## config.mk

```make
export PLATFORM = sky130hd
export DESIGN_NAME = rx_tagged_fifo
export DESIGN_NICKNAME = d
export VERILOG_FILES = /design/src/rtl/rxf_pkg.sv /design/src/rtl/rxf_store.sv /design/src/rtl/rxf_char_timer.sv /design/src/rtl/rx_tagged_fifo.sv
export SDC_FILE = /design/constraint.sdc
export NUM_CORES = 1
export LEC_CHECK = 0
export BUFFER_PORTS_ARGS = -buffer_cell sky130_fd_sc_hd__buf_2
export CAP_MARGIN = 5
export CORE_MARGIN = 1
export CORE_UTILIZATION = 61
export CTS_CLUSTER_DIAMETER = 150
export CTS_CLUSTER_SIZE = 16
export DETAILED_ROUTE_END_ITERATION = 8
export PLACE_DENSITY = 0.83
export SYNTH_ARGS = -nofsm -noshare
export SYNTH_HDL_FRONTEND = slang
export SYNTH_SLANG_ARGS = --single-unit
```

## constraint.sdc

```tcl
create_clock -name clk -period 4.6 [get_ports clk]
set_input_delay 0.92 -clock clk [delete_from_list [all_inputs] [get_ports clk]]
set_output_delay 0.92 -clock clk [all_outputs]
set_load 0.02 [all_outputs]
```

## src/rtl/rxf_pkg.sv

```systemverilog
package rxf_pkg;
  localparam int DATA_W = 8;
  localparam int ERR_W  = 3;

  typedef struct packed {
    logic [ERR_W-1:0]  err;
    logic [DATA_W-1:0] data;
  } rx_word_t;

  localparam int WORD_W = $bits(rx_word_t);

  // serial bits per character: start + (5 + code) data + stop
  function automatic int char_bits(input logic [1:0] wl_code);
    return int'(wl_code) + 7;
  endfunction
endpackage

```

## src/rtl/rxf_store.sv

```systemverilog
module rxf_store #(
  parameter int DEPTH  = 64,
  parameter int WORD_W = 11,
  localparam int PTR_W = $clog2(DEPTH),
  localparam int LVL_W = $clog2(DEPTH + 1)
) (
  input  logic              clk,
  input  logic              rst,
  input  logic              flush,
  input  logic              single,
  input  logic              wr_valid,
  input  logic [WORD_W-1:0] wr_word,
  input  logic              rd_req,
  output logic [WORD_W-1:0] head_word,
  output logic [LVL_W-1:0]  level,
  output logic              accept,
  output logic              rd_fire,
  output logic              ovr_hit
);
  logic [WORD_W-1:0] mem [DEPTH];
  logic [PTR_W-1:0]  wr_ptr, rd_ptr, rd_next;
  logic              full, empty;

  assign empty   = (level == '0);
  assign full    = single ? !empty : (level == LVL_W'(DEPTH));
  assign rd_fire = rd_req && !empty && !flush;
  assign accept  = wr_valid && (!full || rd_fire) && !flush;
  assign ovr_hit = wr_valid && full && !rd_fire && !flush;
  assign rd_next = rd_fire ? rd_ptr + PTR_W'(1) : rd_ptr;

  // storage array: write-only port, no reset, so it maps to block RAM
  always_ff @(posedge clk) begin
    if (accept) mem[wr_ptr] <= wr_word;
  end

  // registered head read with bypass when the next head is being written
  always_ff @(posedge clk) begin
    if (accept && (wr_ptr == rd_next)) head_word <= wr_word;
    else                                head_word <= mem[rd_next];
  end

  always_ff @(posedge clk) begin
    if (rst || flush) begin
      wr_ptr <= '0;
      rd_ptr <= '0;
      level  <= '0;
    end else begin
      if (accept) wr_ptr <= wr_ptr + PTR_W'(1);
      rd_ptr <= rd_next;
      case ({accept, rd_fire})
        2'b10:   level <= level + LVL_W'(1);
        2'b01:   level <= level - LVL_W'(1);
        default: level <= level;
      endcase
    end
  end
endmodule

```

## src/rtl/rxf_char_timer.sv

```systemverilog
module rxf_char_timer #(
  parameter int TO_CHARS = 4,
  parameter int TO_EXTRA = 12,
  localparam int TO_MAX  = TO_CHARS * 10 + TO_EXTRA,
  localparam int TO_W    = $clog2(TO_MAX + 1)
) (
  input  logic       clk,
  input  logic       rst,
  input  logic       armed,
  input  logic       restart,
  input  logic       tick,
  input  logic [1:0] word_len,
  output logic       expired
);
  import rxf_pkg::*;

  logic [TO_W-1:0] limit;
  logic [TO_W-1:0] cnt;

  always_comb limit = TO_W'(TO_CHARS * char_bits(word_len) + TO_EXTRA);

  always_ff @(posedge clk) begin
    if (rst || restart || !armed) begin
      cnt     <= '0;
      expired <= 1'b0;
    end else if (tick && !expired) begin
      if (cnt == limit - TO_W'(1)) expired <= 1'b1;
      else                         cnt     <= cnt + TO_W'(1);
    end
  end
endmodule

```

## src/rtl/rx_tagged_fifo.sv

```systemverilog
module rx_tagged_fifo #(
  parameter int DEPTH    = 64,
  parameter int TRIG_L0  = 1,
  parameter int TRIG_L1  = 16,
  parameter int TRIG_L2  = 32,
  parameter int TRIG_L3  = 56,
  parameter int TO_CHARS = 4,
  parameter int TO_EXTRA = 12
) (
  input  logic                         clk,
  input  logic                         rst,
  input  logic                         fifo_en,
  input  logic [1:0]                   trig_sel,
  input  logic [1:0]                   word_len,
  input  logic                         rx_int_en,
  input  logic                         baud_tick,
  input  logic                         wr_valid,
  input  logic [7:0]                   wr_data,
  input  logic [2:0]                   wr_err,
  input  logic                         rd_strobe,
  output logic [7:0]                   hold_data,
  output logic [2:0]                   hold_err,
  output logic                         data_ready,
  output logic [$clog2(DEPTH+1)-1:0]   fill_level,
  output logic                         overrun,
  output logic                         rx_irq,
  output logic                         timeout_irq
);
  import rxf_pkg::*;
  localparam int LVL_W = $clog2(DEPTH + 1);

  logic            mode_q, flush;
  logic            accept, rd_fire, ovr_hit, expired, armed;
  logic [LVL_W-1:0] level, trig_lvl;
  rx_word_t        in_word, head;

  always_ff @(posedge clk) mode_q <= fifo_en;
  assign flush = !rst && (mode_q != fifo_en);

  assign in_word = '{err: wr_err, data: wr_data};

  rxf_store #(.DEPTH(DEPTH), .WORD_W(WORD_W)) u_store (
    .clk(clk), .rst(rst), .flush(flush), .single(!fifo_en),
    .wr_valid(wr_valid), .wr_word(in_word), .rd_req(rd_strobe),
    .head_word(head), .level(level), .accept(accept),
    .rd_fire(rd_fire), .ovr_hit(ovr_hit)
  );

  always_comb begin
    case (trig_sel)
      2'd0:    trig_lvl = LVL_W'(TRIG_L0);
      2'd1:    trig_lvl = LVL_W'(TRIG_L1);
      2'd2:    trig_lvl = LVL_W'(TRIG_L2);
      default: trig_lvl = LVL_W'(TRIG_L3);
    endcase
  end

  assign armed = fifo_en && (level != '0) && (level < trig_lvl);

  rxf_char_timer #(.TO_CHARS(TO_CHARS), .TO_EXTRA(TO_EXTRA)) u_timer (
    .clk(clk), .rst(rst || flush), .armed(armed),
    .restart(accept || rd_fire), .tick(baud_tick),
    .word_len(word_len), .expired(expired)
  );

  always_ff @(posedge clk) begin
    if (rst || flush)  overrun <= 1'b0;
    else if (ovr_hit)  overrun <= 1'b1;
    else if (rd_strobe) overrun <= 1'b0;
  end

  assign hold_data   = head.data;
  assign hold_err    = head.err;
  assign fill_level  = level;
  assign data_ready  = (level != '0);
  assign rx_irq      = rx_int_en && (fifo_en ? (level >= trig_lvl) : data_ready);
  assign timeout_irq = rx_int_en && expired;
endmodule

```

==> summary.md <==
| Metric | Value |
|---|---|
| YS warnings | `0` |
| Post-Syn Instances | `1469` |
| Sink Count | `738` |
| Synth Area in Adders | `0.559%` |
| Total vias in the final route | `15400` |
| Post-Layout Cell Count | `2202` |
| Area growth syn-to-layout | `9.83%` |
| Starting Density | `62.2%` |
| Mux contribution to synthesized area | `15.2%` |
| Register Area | `21800 sq um` |
| Chip width | `220 um` |
| Worst setup SP type | `register` |
| CTS root buf | `clkbuf_16` |
| Gate power share | `5.1%` |
| Setup Viol. Count Final | `0` |
| Bufs and invs on worst path | `2` |
| Hold Crit Start | `u_store.rd_ptr[5]$_SDFF_PP0_` |
| N_diodes | `0` |
| Flop pwr share | `60.3%` |
| Synth Cell Area | `29100 sq um` |
| Skew final | `0.0233 ns` |
| Worst slew margin | `11.0%` |
| Fillers | `2717` |
| Vias per Instance | `7.00` |
| Reg clk slew, reported paths | `0.07 ns` |
| Drt pass-1 iters | `6` |
| Synth Flop Type | `edfxtp_1` |
| Switching share of power | `21.0%` |
| Fin. Hold Viols | `0` |
| Clock latency on the worst-skew pair | `0.62 ns` |
| Die ar. | `48600 sq um` |
| Power per Cell Area | `384 nW/um^2` |
| Top-count cell post-synth | `edfxtp_1` |
| Min Tclk post-route | `4.50 ns` |
| Largest stage delay on the critical path | `0.61 ns` |
| Synth Register Bits | `738` |
| RD Place Congestion | `0.928` |
| Clock network power share | `34.6%` |
| Final antenna-violating net count | `0` |
| I/O Pins | `44` |
| Net Count, Synth | `1504` |
| Vias in the first global route | `15100` |
| CTS tree | `yes` |
| Synth cell count leaders | `704 x edfxtp_1, 179 x mux4_2, 92 x nor2_1` |
| Int Pwr | `9.69 mW` |
| Post-synthesis cell type with the largest combined area | `edfxtp_1` |
| Synth Area in Compound Gates | `3.02%` |
| Post-synthesis average cell area | `19.8 sq um` |
| Largest net degree at the start of global routing | `65` |
| Critical Path AT | `3.58 ns` |
| Ys async rst share | `0%` |
| Initial antenna violation count | `2` |
| Final max-slew violation count | `0` |
| Worst hold slack | `0.457 ns` |
| Routed WL per cell | `30.8 um` |
| Crit share post-route | `97.9%` |
| Synth top area share | `72.7%` |
| R2R depth | `12` |
| Worst-Margin Slew | `1.34 ns` |
| Post-Synth XOR/XNOR Area | `0.482%` |
| Leak | `9.86 nW` |
| Area of the multi-input gates | `6880 sq um` |
| Final global-route overflow total | `0` |
| H-tree depth | `2` |
| Hold Path Class | `register to register` |
| Max IR drop VDD | `0.320 mV` |
| Core Rows | `79` |
| Fraction of the mapped netlist area in simple logic gates | `4.35%` |
| Delay-heaviest family, CP | `compound AO/OA/AOI/OAI gates` |
| WP data required | `3.68 ns` |
| FF-to-FF End | `u_store.level[4]$_SDFFE_PP0P_` |
| Main combinational cell family by area after synthesis | `multiplexers` |
| Critical path type | `register to output port` |
| PortBufs | `43` |
| DP HPWL | `40.3 mm` |
| Hold path cells | `1` |
| Post-synth EDFFs | `704` |
| Status | `completed` |
| Register area share after synthesis | `75.0%` |
| Reg-to-reg slack, setup | `0.55 ns` |
| Aggregate global-route resource usage | `28.7%` |
| Critical path's slowest cell | `dfxtp_4` |
| First-pass GRT wire length | `98.7 mm` |
| Ranking of synthesized cells by area | `edfxtp_1 73%, mux4_2 14%, dfxtp_1 2.3%` |
| Most Frequent Cell on Critical Path | `a22oi_1` |
| Detailed Route WL | `67.7 mm` |
| FMAX | `222 MHz` |
| Placed cell count | `2124` |
| Ordered list of cells on the worst path | `buf_12 > mux4_2 > a22oi_1 > nand3_1 > a22oi_1 > o21ai_0 > buf_2` |
| Worst Path Max Fanout | `32` |
| Layout cells sized above 1 | `24.3%` |
| Clock buffer depth | `3` |
| Origin of the critical flop-to-flop path | `u_store.level[2]$_SDFFE_PP0P_` |
| Drt initial violations | `2280` |
| Max_cap viols | `0` |
| TNS Setup | `0 ns` |
| Die Y | `220 um` |
| RSZ-0062 raised after global routing | `false` |
| Endpoint class of the critical path | `output port` |
| Core box area | `46800 sq um` |
| Final #Nets | `1606` |
| Postcts setup bufs | `0` |
| Distinct cells, synth | `62` |
| Total CTS buffers | `52` |
| Sw Pwr | `2.57 mW` |
| Remaining DRCs | `0` |
## state kept, by name, summed over array words and instances (netlist names), named ones only
name	count
u_timer.expired	1
u_store.mem	704
mode_q	1
overrun	1
u_store.rd_ptr	6
u_store.wr_ptr	6
u_store.level	7
u_timer.cnt	6
## metrics by stage
stage | total power [mW] | cell area (sq um) | setup WS, ns | util (%)
CTS | 12.3 | 32000 | 0.211 | 68.3
finish | 12.3 | 32000 | 0.0976 | 68.4
global placement | 8.13 | 30500 | 0.726 | 65.3
detailed placement | 8.15 | 30500 | 0.624 | 65.3
floorplan | 7.88 | 29100 | 0.870 | -
global route | 12.6 | 32000 | 0.0135 | 68.4
## worst max path at each step
stage	startpoint	to	slack [ns]	cells past startpoint
2_1_floorplan	u_store.level[3]$_SDFFE_PP0P_	u_store.level[4]$_SDFFE_PP0P_	0.87	15
3_3_place_gp	u_store.level[2]$_SDFFE_PP0P_	u_store.level[4]$_SDFFE_PP0P_	0.73	12
3_5_place_dp	u_store.level[2]$_SDFFE_PP0P_	u_store.level[4]$_SDFFE_PP0P_	0.62	12
4_1_cts	register	hold_err[2]	0.21	7
5_1_grt	register	hold_err[2]	0.01	7
6_report	register	hold_err[2]	0.1	7
## power groups by stage
stage	sequential (mW)	combinational, mW	clock (mW)
after detailed placement	7.54	0.614	0
after floorplan	7.52	0.357	0
final	7.39	0.626	4.25
after global placement	7.53	0.593	0
after global routing	7.39	0.656	4.51
after CTS	7.39	0.620	4.29
## area by class of cell
type | count | area share, %
Sequential cell | 738 | 68.3
Multi-Input combinational cell | 631 | 21.5
Clock buffer | 74 | 4.33
Timing Repair Buffer | 132 | 3.05
Tap cell | 607 | 2.38
Clock inverter | 4 | 0.204
Inverter | 16 | 0.188
## worst register-to-register path: cells and delay by family (launching register included)
| family | cells | cell delay (ns) |
|---|---|---|
| AOI/OAI and AO/OA | 6 | 1.48 |
| xor gates and xnor gates | 1 | 0.20 |
| adders and majority gates | 2 | 0.68 |
| buffers and inverters | 1 | 0.18 |
| DFF | 1 | 0.43 |
| and+or+nand+nor | 2 | 1.00 |
## what timing repair did
action,4_1_cts,5_1_grt
hold buffers,0,0
resized for setup,0,1
setup endpoints to repair,0,1
## per-layer routing
| metal | routed length, um | global-route usage, % | vias to the layer above |
|---|---|---|---|
| li1 | - | - | 6199 |
| met1 | 24400 | 39.8 | 7873 |
| met2 | 33400 | 46.2 | 1174 |
| met3 | 7420 | 5.35 | 170 |
| met4 | 2440 | 10.6 | 2 |
| met5 | 12 | 0 | - |
## cells in the final DEF (no fill, tap or decap), types with 5 or more instances in the layout
cell type,count
edfxtp_1,704
mux4_2,179
nor2_1,92
buf_4,81
nand2_1,52
clkbuf_16,52
buf_2,43
mux2i_1,33
o21ai_0,32
dfxtp_1,30
nand3_1,23
clkbuf_1,22
a21oi_1,20
a22oi_1,16
inv_1,14
ha_1,13
xor2_1,12
nor2b_1,12
o22ai_1,10
o31ai_1,9
or3_1,9
and2_1,7
buf_12,7
nor3_1,6
mux2_2,6
nand2b_1,6
a32oi_1,6
nor3b_1,5
nand3b_1,5
and3_1,5
and3b_1,5
o311ai_0,5
nand4b_1,5
## logic make-up (layout without fill, tap and decap cells)
family | after synthesis | after routing
AO/OA/AOI/OAI | 131 | 131
multiplexers | 218 | 218
XOR/XNOR | 16 | 16
adder cells (fa/ha/maj) | 13 | 13
flip-flops | 738 | 738
AND/OR/NAND/NOR | 253 | 253
buffers and inverters | 100 | 226
(Power assumes the default switching activity.)
